$ cat src/rtl/nbc_pkg.sv
package nbc_pkg;

    localparam int BUS_AW = 5;

    typedef enum logic [1:0] {OP_CMD, OP_ADDR, OP_DWR, OP_DRD} flash_op_e;
    typedef enum logic [1:0] {BUS_IDLE, BUS_WAIT, BUS_RESP} bus_st_e;
    typedef enum logic [1:0] {PH_IDLE, PH_SETUP, PH_STROBE, PH_HOLD} phase_e;

    localparam logic [BUS_AW-1:0] OFF_CFG  = 5'h00;
    localparam logic [BUS_AW-1:0] OFF_CMD  = 5'h04;
    localparam logic [BUS_AW-1:0] OFF_ADR  = 5'h08;
    localparam logic [BUS_AW-1:0] OFF_DAT  = 5'h0C;
    localparam logic [BUS_AW-1:0] OFF_STS  = 5'h10;
    localparam logic [BUS_AW-1:0] OFF_ECC0 = 5'h14;
    localparam logic [BUS_AW-1:0] OFF_ECC1 = 5'h15;
    localparam logic [BUS_AW-1:0] OFF_ECC2 = 5'h16;

    localparam logic [15:0] CFG_KEEP = 16'h8FFF;
    localparam int CFG_EN_BIT  = 15;
    localparam int CFG_CLR_BIT = 12;
    localparam int CFG_CE_BIT  = 11;

    // column parity groups of one data byte
    function automatic logic [5:0] col_par(input logic [7:0] b);
        logic [5:0] c;
        c[0] = b[0] ^ b[2] ^ b[4] ^ b[6];
        c[1] = b[1] ^ b[3] ^ b[5] ^ b[7];
        c[2] = b[0] ^ b[1] ^ b[4] ^ b[5];
        c[3] = b[2] ^ b[3] ^ b[6] ^ b[7];
        c[4] = ^b[3:0];
        c[5] = ^b[7:4];
        return c;
    endfunction

endpackage

$ cat src/rtl/nbc_ecc_acc.sv
module nbc_ecc_acc #(
    parameter int BLOCK_BYTES = 256,
    localparam int IDX_W = $clog2(BLOCK_BYTES),
    localparam int PAIRS = IDX_W + 1,
    localparam int ECC_W = 2 * PAIRS + 6
) (
    input  logic             clk,
    input  logic             rst_n,
    input  logic             clr,
    input  logic             upd,
    input  logic [7:0]       byte_in,
    output logic [ECC_W-1:0] ecc_word
);
    import nbc_pkg::*;

    typedef struct packed {
        logic [PAIRS-1:0] lp_even;
        logic [PAIRS-1:0] lp_odd;
        logic [5:0]       cp;
        logic [IDX_W-1:0] idx;
    } acc_t;

    acc_t acc_d, acc_q;
    logic par;

    always_comb begin
        acc_d = acc_q;
        par   = ^byte_in;
        if (clr) begin
            acc_d = '0;
        end else if (upd) begin
            for (int k = 0; k < IDX_W; k++) begin
                if (acc_q.idx[k]) acc_d.lp_odd[k]  = acc_q.lp_odd[k] ^ par;
                else              acc_d.lp_even[k] = acc_q.lp_even[k] ^ par;
            end
            acc_d.lp_even[IDX_W] = acc_q.lp_even[IDX_W] ^ par;
            acc_d.cp  = acc_q.cp ^ col_par(byte_in);
            acc_d.idx = acc_q.idx + 1'b1;
        end
    end

    always_ff @(posedge clk or negedge rst_n) begin
        if (!rst_n) acc_q <= '0;
        else        acc_q <= acc_d;
    end

    for (genvar k = 0; k < PAIRS; k++) begin : g_pack
        assign ecc_word[2*k]   = ~acc_q.lp_odd[k];
        assign ecc_word[2*k+1] = ~acc_q.lp_even[k];
    end
    assign ecc_word[ECC_W-1 -: 6] = ~acc_q.cp;

endmodule

$ cat src/rtl/nbc_pin_seq.sv
module nbc_pin_seq #(
    parameter int STROBE_CLKS = 2,
    localparam int CNT_W = $clog2(STROBE_CLKS + 1)
) (
    input  logic                clk,
    input  logic                rst_n,
    input  logic                start,
    input  nbc_pkg::flash_op_e  start_op,
    input  logic [7:0]          start_byte,
    input  logic [7:0]          io_in,
    output logic [7:0]          io_out,
    output logic                io_oe,
    output logic                cle,
    output logic                ale,
    output logic                we_n,
    output logic                re_n,
    output logic                done,
    output logic [7:0]          rd_byte,
    output logic                ecc_upd,
    output logic [7:0]          ecc_byte
);
    import nbc_pkg::*;

    typedef struct packed {
        phase_e     ph;
        flash_op_e  op;
        logic [7:0] wbyte;
        logic [7:0] rbyte;
        logic [CNT_W-1:0] cnt;
    } seq_t;

    seq_t s_d, s_q;
    logic active, last;

    assign active = (s_q.ph != PH_IDLE);
    assign last   = (s_q.ph == PH_STROBE) && (s_q.cnt == '0);

    always_comb begin
        s_d = s_q;
        unique case (s_q.ph)
            PH_IDLE: if (start) begin
                s_d.ph    = PH_SETUP;
                s_d.op    = start_op;
                s_d.wbyte = start_byte;
            end
            PH_SETUP: begin
                s_d.ph  = PH_STROBE;
                s_d.cnt = CNT_W'(STROBE_CLKS - 1);
            end
            PH_STROBE: begin
                if (s_q.cnt == '0) begin
                    s_d.ph = PH_HOLD;
                    if (s_q.op == OP_DRD) s_d.rbyte = io_in;
                end else begin
                    s_d.cnt = s_q.cnt - 1'b1;
                end
            end
            PH_HOLD: s_d.ph = PH_IDLE;
            default: s_d.ph = PH_IDLE;
        endcase
    end

    always_ff @(posedge clk or negedge rst_n) begin
        if (!rst_n) s_q <= '{ph: PH_IDLE, op: OP_CMD, default: '0};
        else        s_q <= s_d;
    end

    assign cle      = active && (s_q.op == OP_CMD);
    assign ale      = active && (s_q.op == OP_ADDR);
    assign io_oe    = active && (s_q.op != OP_DRD);
    assign io_out   = io_oe ? s_q.wbyte : 8'h00;
    assign we_n     = !((s_q.ph == PH_STROBE) && (s_q.op != OP_DRD));
    assign re_n     = !((s_q.ph == PH_STROBE) && (s_q.op == OP_DRD));
    assign done     = (s_q.ph == PH_HOLD);
    assign rd_byte  = s_q.rbyte;
    assign ecc_upd  = last && ((s_q.op == OP_DWR) || (s_q.op == OP_DRD));
    assign ecc_byte = (s_q.op == OP_DRD) ? io_in : s_q.wbyte;

endmodule

$ cat src/rtl/nand_bus_ctrl.sv
module nand_bus_ctrl #(
    parameter int STROBE_CLKS = 2,
    parameter int BLOCK_BYTES = 256,
    localparam int IDX_W = $clog2(BLOCK_BYTES),
    localparam int ECC_W = 2 * (IDX_W + 1) + 6
) (
    input  logic        clk,
    input  logic        rst_n,
    input  logic        bus_req,
    input  logic        bus_wr,
    input  logic [4:0]  bus_addr,
    input  logic [31:0] bus_wdata,
    output logic [31:0] bus_rdata,
    output logic        bus_ready,
    output logic        bus_err,
    output logic [7:0]  nf_io_out,
    output logic        nf_io_oe,
    input  logic [7:0]  nf_io_in,
    output logic        nf_cle,
    output logic        nf_ale,
    output logic        nf_ce_lvl,
    output logic        nf_we_n,
    output logic        nf_re_n,
    output logic        nf_wp_n,
    input  logic        wp_n_in,
    input  logic        nf_rb
);
    import nbc_pkg::*;

    typedef struct packed {
        bus_st_e     st;
        logic [15:0] cfg;
        logic [7:0]  cmd;
        logic [7:0]  adr;
        logic [31:0] rdata;
        logic        err;
    } ctl_t;

    ctl_t c_d, c_q;

    logic             seq_start, seq_done, ecc_upd, ecc_clr, en;
    flash_op_e        seq_op;
    logic [7:0]       seq_rd, ecc_byte;
    logic [ECC_W-1:0] ecc_word;
    logic [31:0]      ecc32;
    logic             wdata_unused;

    assign wdata_unused = ^bus_wdata[31:16];
    assign en    = c_q.cfg[CFG_EN_BIT];
    assign ecc32 = {{(32-ECC_W){1'b0}}, ecc_word};

    always_comb begin
        c_d       = c_q;
        seq_start = 1'b0;
        seq_op    = OP_CMD;
        ecc_clr   = 1'b0;
        unique case (c_q.st)
            BUS_IDLE: if (bus_req) begin
                c_d.st    = BUS_RESP;
                c_d.err   = 1'b0;
                c_d.rdata = '0;
                if (bus_wr) begin
                    unique case (bus_addr)
                        OFF_CFG: begin
                            c_d.cfg = bus_wdata[15:0] & CFG_KEEP;
                            ecc_clr = bus_wdata[CFG_CLR_BIT];
                        end
                        OFF_CMD: begin
                            c_d.cmd = bus_wdata[7:0];
                            if (en) begin seq_start = 1'b1; seq_op = OP_CMD; c_d.st = BUS_WAIT; end
                        end
                        OFF_ADR: begin
                            c_d.adr = bus_wdata[7:0];
                            if (en) begin seq_start = 1'b1; seq_op = OP_ADDR; c_d.st = BUS_WAIT; end
                        end
                        OFF_DAT: if (en) begin
                            seq_start = 1'b1; seq_op = OP_DWR; c_d.st = BUS_WAIT;
                        end
                        default: c_d.err = 1'b1;
                    endcase
                end else begin
                    unique case (bus_addr)
                        OFF_CFG:  c_d.rdata = {16'h0, c_q.cfg};
                        OFF_CMD:  c_d.rdata = {24'h0, c_q.cmd};
                        OFF_ADR:  c_d.rdata = {24'h0, c_q.adr};
                        OFF_DAT:  if (en) begin
                            seq_start = 1'b1; seq_op = OP_DRD; c_d.st = BUS_WAIT;
                        end
                        OFF_STS:  c_d.rdata = {31'h0, nf_rb};
                        OFF_ECC0: c_d.rdata = {24'h0, ecc32[7:0]};
                        OFF_ECC1: c_d.rdata = {24'h0, ecc32[15:8]};
                        OFF_ECC2: c_d.rdata = {24'h0, ecc32[23:16]};
                        default:  c_d.err = 1'b1;
                    endcase
                end
            end
            BUS_WAIT: if (seq_done) begin
                c_d.st    = BUS_RESP;
                c_d.rdata = {24'h0, seq_rd};
            end
            BUS_RESP: c_d.st = BUS_IDLE;
            default:  c_d.st = BUS_IDLE;
        endcase
    end

    always_ff @(posedge clk or negedge rst_n) begin
        if (!rst_n) c_q <= '{st: BUS_IDLE, default: '0};
        else        c_q <= c_d;
    end

    nbc_pin_seq #(.STROBE_CLKS(STROBE_CLKS)) u_seq (
        .clk        (clk),
        .rst_n      (rst_n),
        .start      (seq_start),
        .start_op   (seq_op),
        .start_byte (bus_wdata[7:0]),
        .io_in      (nf_io_in),
        .io_out     (nf_io_out),
        .io_oe      (nf_io_oe),
        .cle        (nf_cle),
        .ale        (nf_ale),
        .we_n       (nf_we_n),
        .re_n       (nf_re_n),
        .done       (seq_done),
        .rd_byte    (seq_rd),
        .ecc_upd    (ecc_upd),
        .ecc_byte   (ecc_byte)
    );

    nbc_ecc_acc #(.BLOCK_BYTES(BLOCK_BYTES)) u_ecc (
        .clk      (clk),
        .rst_n    (rst_n),
        .clr      (ecc_clr),
        .upd      (ecc_upd),
        .byte_in  (ecc_byte),
        .ecc_word (ecc_word)
    );

    assign bus_ready = (c_q.st == BUS_RESP);
    assign bus_err   = bus_ready && c_q.err;
    assign bus_rdata = c_q.rdata;
    assign nf_ce_lvl = c_q.cfg[CFG_CE_BIT];
    assign nf_wp_n   = wp_n_in;

endmodule

$ cat config.mk
export PLATFORM = sky130hd
export DESIGN_NAME = nand_bus_ctrl
export DESIGN_NICKNAME = d
export VERILOG_FILES = /design/src/rtl/nbc_pkg.sv /design/src/rtl/nbc_ecc_acc.sv /design/src/rtl/nbc_pin_seq.sv /design/src/rtl/nand_bus_ctrl.sv
export SDC_FILE = /design/constraint.sdc
export NUM_CORES = 1
export LEC_CHECK = 0
export BUFFER_PORTS_ARGS = -buffer_cell sky130_fd_sc_hd__buf_2
export CAP_MARGIN = 10
export CELL_PAD_IN_SITES_DETAIL_PLACEMENT = 2
export CELL_PAD_IN_SITES_GLOBAL_PLACEMENT = 2
export CORE_MARGIN = 1.5
export CORE_UTILIZATION = 38
export DETAILED_ROUTE_END_ITERATION = 6
export PLACE_DENSITY = 0.86
export SETUP_SLACK_MARGIN = 0.3
export SLEW_MARGIN = 10
export SYNTH_ARGS = -nofsm -noshare
export SYNTH_HDL_FRONTEND = slang
export SYNTH_SLANG_ARGS = --single-unit
$ cat constraint.sdc
create_clock -name clk -period 5.1 [get_ports clk]
set_input_delay 0 -clock clk [delete_from_list [all_inputs] [get_ports clk]]
set_output_delay 0 -clock clk [all_outputs]
set_load 0.01 [all_outputs]
==> results of run 1 <==
==> cells in the final DEF (no fill, tap or decap), types with 12 or more instances in the layout <==
cell type	n
nor2_1	40
buf_2	59
or3_1	16
o21ai_0	24
conb_1	19
mux2i_1	13
nand2_1	30
xor2_1	17
mux2_2	47
xnor2_1	12
a21oi_1	34
dlygate4sd3_1	23
nand3_1	14
dfrtp_1	98
==> area by class of cell <==
| type | count | area (µm²) |
|---|---|---|
| Fill cell | 1469 | 7690 |
| Multi-Input combinational cell | 375 | 2570 |
| Sequential cell | 98 | 2450 |
| Timing Repair Buffer | 87 | 563 |
| Clock buffer | 12 | 256 |
| Tap cell | 180 | 225 |
| Inverter | 10 | 37.5 |
| Clock inverter | 4 | 26.3 |
==> sequential cells by signal (all words and copies together), names as in the netlist <==
| register | count |
|---|---|
| c_q | 31 |
| u_ecc.acc_q | 31 |
| u_seq.s_q | 14 |
| bus_rdata | 13 |
| u_seq.rd_byte | 8 |
| nf_ce_lvl | 1 |
==> through the flow <==
step	std cells	power [µW]	utilization (%)	hold WS (ns)	setup WS, ns
global placement	727	1410	40.6	0.000119	2.43
detailed placement	727	1470	40.6	0.000119	2.22
floorplan	544	1310	-	-0.296	2.96
global route	766	2280	44.4	0.0000151	1.91
CTS	766	2150	44.3	0.000119	2.11
finish	766	2170	44.4	0.00000390	2.19
==> cells by family (layout without fill, tap and decap cells) <==
logic type | count (synthesis) | after routing | share of synthesized area (%)
other | 1 | 19 | 0.0699
AND/OR/NAND/NOR | 151 | 151 | 14.6
AO/OA/AOI/OAI | 107 | 107 | 12.6
flip-flops | 98 | 98 | 45.7
XOR/XNOR | 31 | 31 | 5.34
buffers and inverters | 71 | 113 | 7.79
adder cells (fa/ha/maj) | 7 | 7 | 1.63
multiplexers | 60 | 60 | 12.3
==> what timing repair did <==
item | CTS | global route
hold buffers | 23 | 0
endpoints found under the hold margin | 86 | 0
setup buffers | 0 | 0
==> power by group <==
| part | internal, µW | switching [µW] |
|---|---|---|
| clock network | 358 | 320 |
| registers | 900 | 114 |
| logic | 191 | 291 |
| total | 1450 | 725 |
==> worst max path at each step <==
stage,from,to,depth (start not counted)
2_1_floorplan,u_seq.s_q[19],u_ecc.acc_q[23],9
3_3_place_gp,u_seq.s_q[19],u_ecc.acc_q[20],6
3_5_place_dp,u_seq.s_q[19],u_ecc.acc_q[31],6
4_1_cts,u_seq.s_q[19],u_ecc.acc_q[18],6
5_1_grt,u_seq.s_q[20],u_ecc.acc_q[27],5
6_report,u_seq.s_q[20],u_ecc.acc_q[27],5
==> routing by layer <==
layer,up-vias,global-route usage [%]
li1,1926,-
met1,2222,30.2
met2,108,44.5
met3,42,5.38
met4,0,13.6
met5,-,0
==> key figures, run 1 <==
Timing
  • Worst rel slew slack: around 28%
  • Fmax: 0.344 GHz
  • Fin crit period: around 2.9 ns
  • Clk_skew: 0.0156 ns
  • Tcrit/Tclk final: 57.0%
  • Final-report hold violation count: 0
  • Worst slew pin tran: between 1 and 1.5 ns
  • Max-slew violations: 0
  • Final TNS setup: 0 ns
  • Final setup viols: 0
  • RSZ-0062 raised after global routing: no

Worst setup path
  • Top delay family on crit path: simple AND/OR/NAND/NOR gates
  • Critical-path top delay cell: nand3_1
  • Crit-path cells: inv_1 > ha_1 > nand3_1 > or4_1 > a21oi_1
  • Reg2reg setup slack: about 2.2 ns
  • Worst R2R Start: u_seq.s_q[20]
  • Max incr delay on CP: 0.85 ns
  • Worst Setup End Kind: flip-flop
  • Worst path required time: ~5.4 ns
  • Crit path buffers/inverters: 1
  • Worst Reg2Reg Path Length in Cells: 5
  • Crit path launch type: flip-flop
  • FF-to-FF End: u_ecc.acc_q[27]
  • Kind of critical path: flip-flop to flip-flop
  • CP max FO: 31
  • Critical path arrival: about 3.2 ns

Floorplanning
  • Std cell rows: 43
  • Initial Utilization: around two fifths
  • Die Width: 122 µm
  • # IOs: 100
  • Die Area: between 10000 and 15000 µm²
  • Die extent in y: ~120 µm
  • Core area: ~14000 µm²

Yosys
  • Count leader, synth: dfrtp_1
  • Yosys reg bits: slightly below 100
  • Synth area leader: dfrtp_1
  • Ys Warns: 0
  • Synthesized cell area: 5370 µm²
  • Dominant synthesized flop cell: dfrtp_1
  • Gate Count Post-Synth: roughly 530
  • Number of flops mapped to enable cells by yosys: 0
  • Async set or reset register ratio after synthesis: 100%
  • Dominant cells by area after synthesis: dfrtp_1 46%, mux2_2 9.9%, buf_4 4.6%
  • Top cell type's share of synthesized area: 45.7%
  • Synth top cells by count: 98 x dfrtp_1, 47 x mux2_2, 40 x nor2_1
  • Post-Syn Area per Cell: about 10 µm²
  • Register area share after synthesis: 45.7%
  • Count of cell types in the netlist: 47

Route
  • DR WL/cell: between 20 and 25 µm
  • Vias per Instance: 5.61
  • Remaining routing DRC violations: 0
  • Remaining antenna violation count after routing: 0
  • Top Metal Used: met4
  • WL met3: 598 µm
  • DR pass1 iterations: 4
  • Routed met1 length: ~7500 µm
  • Final wirelength: 18400 µm
  • Via Count: ~4300
  • Met2 Routed Length: between 9000 and 10000 µm
  • 1st-iter DRT viols: around 250

Pwr
  • PD cells: about 350 nW/µm²
  • Leak: between 0.002 and 0.003 µW
  • Maximum vdd drop: ~0.0003 V

Global route
  • GR Overflow Total: 0
  • First-pass GRT wire length: about 28000 µm
  • Largest net degree at the start of global routing: between 50 and 60
  • Initial antenna violation count: 0
  • Vias in the first global route: 4722
  • All-Layer GR Usage: around 26%

Clock network
  • CTS Sinks: 98
  • Max Root-Sink Buffers: 2
  • Clock Pin Slew Worst Setup and Hold Paths: about 0.07 ns
  • Number of H-tree levels: 3
  • Worst skew pair latency: between 0.3 and 0.4 ns
  • CTS root buffer: clkbuf_16
  • CTS tree: built
  • Post-cts sizing count: 0
  • CTS Buf Count: 9

Placement
  • Gpl congestion: 0.832
  • Dpl hpwl: 12200 µm
  • Post-DP Area: 5610 µm²
  • I/O Buffers: 60

Min path
  • Hold_sp: wp_n_in
  • Hold EP: nf_wp_n
  • Worst hold path class: input port to output pin
  • Hold path cells: 0

Final layout
  • Area growth syn-to-layout: 14.3%
  • Share of cells above drive strength 1: around 23%
  • Nets: 639
  • Post-Layout Inst Area: 6140 µm²
  • Diode count: 0

Job
  • Number of max-cap violations: 0

Status
  • Outcome: finished, final reports clean
(Power assumes the default switching activity.)
==> run 2: changes to the inputs <==
Settings changed: ABC_AREA set to 1, CORE_UTILIZATION 38 to 29, PLACE_DENSITY 0.86 to 0.77.
Clock period 5.1 ns to 2.6 ns, I/O delays scaled along.
==> key figures, run 2 <==
Floorplanning
  • Die Width: approximately 140 µm
  • Die Area: just over 20000 µm²
  • Core area: between 15000 and 20000 µm²
  • # IOs: 100
  • Initial Utilization: between 20% and 30%
  • Die extent in y: between 100 and 150 µm
  • Std cell rows: between 50 and 60

Global route
  • Vias in the first global route: around 5500
  • Initial antenna violation count: 0
  • Largest net degree at the start of global routing: 37
  • First-pass GRT wire length: 29400 µm
  • GR Overflow Total: 0
  • All-Layer GR Usage: between 10% and 20%

Yosys
  • Dominant synthesized flop cell: dfrtp_1
  • Post-Syn Area per Cell: 7.68 µm²
  • Register area share after synthesis: between 40% and 50%
  • Synth top cells by count: 176 x nand2_1, 98 x dfrtp_1, 97 x inv_1
  • Synth area leader: dfrtp_1
  • Async set or reset register ratio after synthesis: 100%
  • Number of flops mapped to enable cells by yosys: 0
  • Ys Warns: 0
  • Gate Count Post-Synth: approximately 750
  • Yosys reg bits: slightly below 100
  • Dominant cells by area after synthesis: dfrtp_1 42%, nand2_1 11%, inv_1 6.3%
  • Count leader, synth: nand2_1
  • Synthesized cell area: 5780 µm²
  • Count of cell types in the netlist: 41
  • Top cell type's share of synthesized area: between 40% and 50%

Final layout
  • Area growth syn-to-layout: 15.1%
  • Nets: 873
  • Biggest regs: c_q x31, u_ecc.acc_q x31, u_seq.s_q x14
  • Commonest non-fill, non-tap cell in the layout: nand2_1
  • Share of cells above drive strength 1: 17.8%
  • Commonest non-fill, non-tap cells in the layout: 176 x nand2_1, 97 x inv_1, 97 x dfrtp_1, 73 x nor2_1, 60 x o21ai_0
  • Diode count: 0
  • Post-route core utilization: approximately 34%

Pwr
  • Part of the power in registers: 35.2%
  • Final Total Pwr: roughly 6700 µW
  • Int Pwr: around 3700 µW
  • Comb power frac: 44.1%
  • Leak: 0.00348 µW
  • PD cells: around 1000 nW/µm²
  • Clock power frac: roughly 21%
  • Maximum vdd drop: roughly 0.00058 V
  • Switching fraction of total power: between 40% and 50%
  • NetSw: ~3000 µW

Placement
  • I/O Buffers: 60
  • Dpl hpwl: ~14000 µm
  • Gpl congestion: about 0.79

Timing
  • Final TNS setup: 0 ns
  • Clk_skew: 0.00748 ns
  • Max-slew violations: 0
  • Final setup viols: 0
  • RSZ-0062 raised after global routing: no
  • Fin crit period: about 2.1 ns
  • Tcrit/Tclk final: 81.1%
  • Smallest hold slack: approximately 0.0000044 ns
  • Worst rel slew slack: a little under two thirds
  • Worst slew pin tran: between 0.5 and 0.6 ns
  • Final-report hold violation count: 0
  • Fmax: approximately 0.47 GHz

Route
  • Vias per Instance: around 4.7
  • Via Count: between 5000 and 6000
  • Remaining routing DRC violations: 0
  • Final wirelength: about 18000 µm
  • Remaining antenna violation count after routing: 0
  • 1st-iter DRT viols: roughly 150
  • DR pass1 iterations: 4
  • DR WL/cell: roughly 17 µm

Min path
  • Worst hold path class: input port to output pin
  • Hold_sp: wp_n_in

Clock network
  • Clock Pin Slew Worst Setup and Hold Paths: roughly 0.070 ns
  • Max Root-Sink Buffers: 2
  • Post-CTS setup repair buffer count: 0
  • CTS root buffer: clkbuf_16
  • Number of H-tree levels: 3
  • CTS Sinks: 98
  • Worst skew pair latency: 0.36 ns
  • CTS tree: built
  • CTS Buf Count: 9

Worst setup path
  • Critical path arrival: approximately 2.4 ns
  • Most common cell on crit path: nand2_1
  • Max incr delay on CP: 0.54 ns
  • Worst Setup End Kind: flip-flop
  • Kind of critical path: flip-flop to flip-flop
  • Critical-path top delay cell: dfrtp_1
  • Worst path required time: 2.85 ns
  • Worst R2R Start: u_seq.s_q[18]
  • Crit path from: u_seq.s_q[18]
  • Crit path launch type: flip-flop
  • Crit-path cells: nand2_4 > nand2_1 > nand2_1 > inv_1 > nand2_1 > nand2_2 > nand2_4 > nand2_4 > nand2_8 > nand3_1 > nand2_1 > inv_1 > nor2_1
  • CP max FO: 34

Job
  • Number of max-cap violations: 0

Status
  • Outcome: finished, final reports clean
run 2: metal layers:
layer	share of wire, %	GRT usage (%)	up-vias
li1	-	-	2468
met5	0	0	-
met2	49	32.6	72
met3	2.9	2.55	15
met1	47	24.2	2542
met4	1.2	5.00	0
run 2: final timing paths:
check,end,slack (ns),cells past startpoint
min in group asynchronous,u_seq.s_q[15],0.17,2
setup / recovery,u_ecc.acc_q[31],0.49,13
hold reg to reg,bus_rdata[9],0.48,2
max in group asynchronous,c_q[43],1.69,3
setup reg to reg,u_ecc.acc_q[31],0.49,13
hold / removal,nf_wp_n,0.000004,0
run 2: worst max-delay path, delay by kind of cell (launching register included):
| kind | cells | cell delay [ns] |
|---|---|---|
| buffers and inverters | 2 | 0.17 |
| flip-flops | 1 | 0.54 |
| AND/OR/NAND/NOR | 11 | 1.30 |
run 2: power by group through the flow:
stage	logic (µW)	registers (µW)	clock network, µW
final	2940	2350	1380
after global routing	3320	2400	1460
after CTS	3000	2350	1420
after detailed placement	2960	2370	0
after global placement	2840	2350	0
after floorplan	2450	2210	0
run 2: cell type report:
type	instances	area, µm²
sequential	98	2450
multi-input combinational	514	2600
timing repair buffer	92	596
tap	265	332
clock inverter	5	55.1
fill	2375	12900
inverter	100	375
clock buffer	10	239
run 2: timing repair:
| action | 4_1_cts | 5_1_grt |
|---|---|---|
| hold buffers | 16 | 0 |
| hold endpoints to repair | 53 | 0 |
| gates resized for setup | 0 | 1 |
| setup endpoints to repair | 0 | 17 |
run 2: logic make-up (layout without fill, tap and decap cells):
kind of cell             after synthesis  in the layout  share of synthesized area (%)
multiplexers                           4              4                          0.758
AO/OA/AOI/OAI                        111            111                           10.2
adder cells (fa/ha/maj)                7              7                           1.52
buffers and inverters                158            207                           13.8
other                                  1             19                         0.0649
flip-flops                            98             98                           42.4
XOR/XNOR                               7              7                           1.06
AND/OR/NAND/NOR                      366            366                           30.2
run 2: stage by stage:
step / cells / setup slack [ns] / cell area (µm²)
6_report: 1084 / 0.490 / 6650
3_5_place_dp: 1053 / 0.415 / 6190
4_1_cts: 1084 / 0.408 / 6650
5_1_grt: 1084 / 0.310 / 6650
3_3_place_gp: 1053 / 0.503 / 6190
2_1_floorplan: 770 / 0.949 / 5850
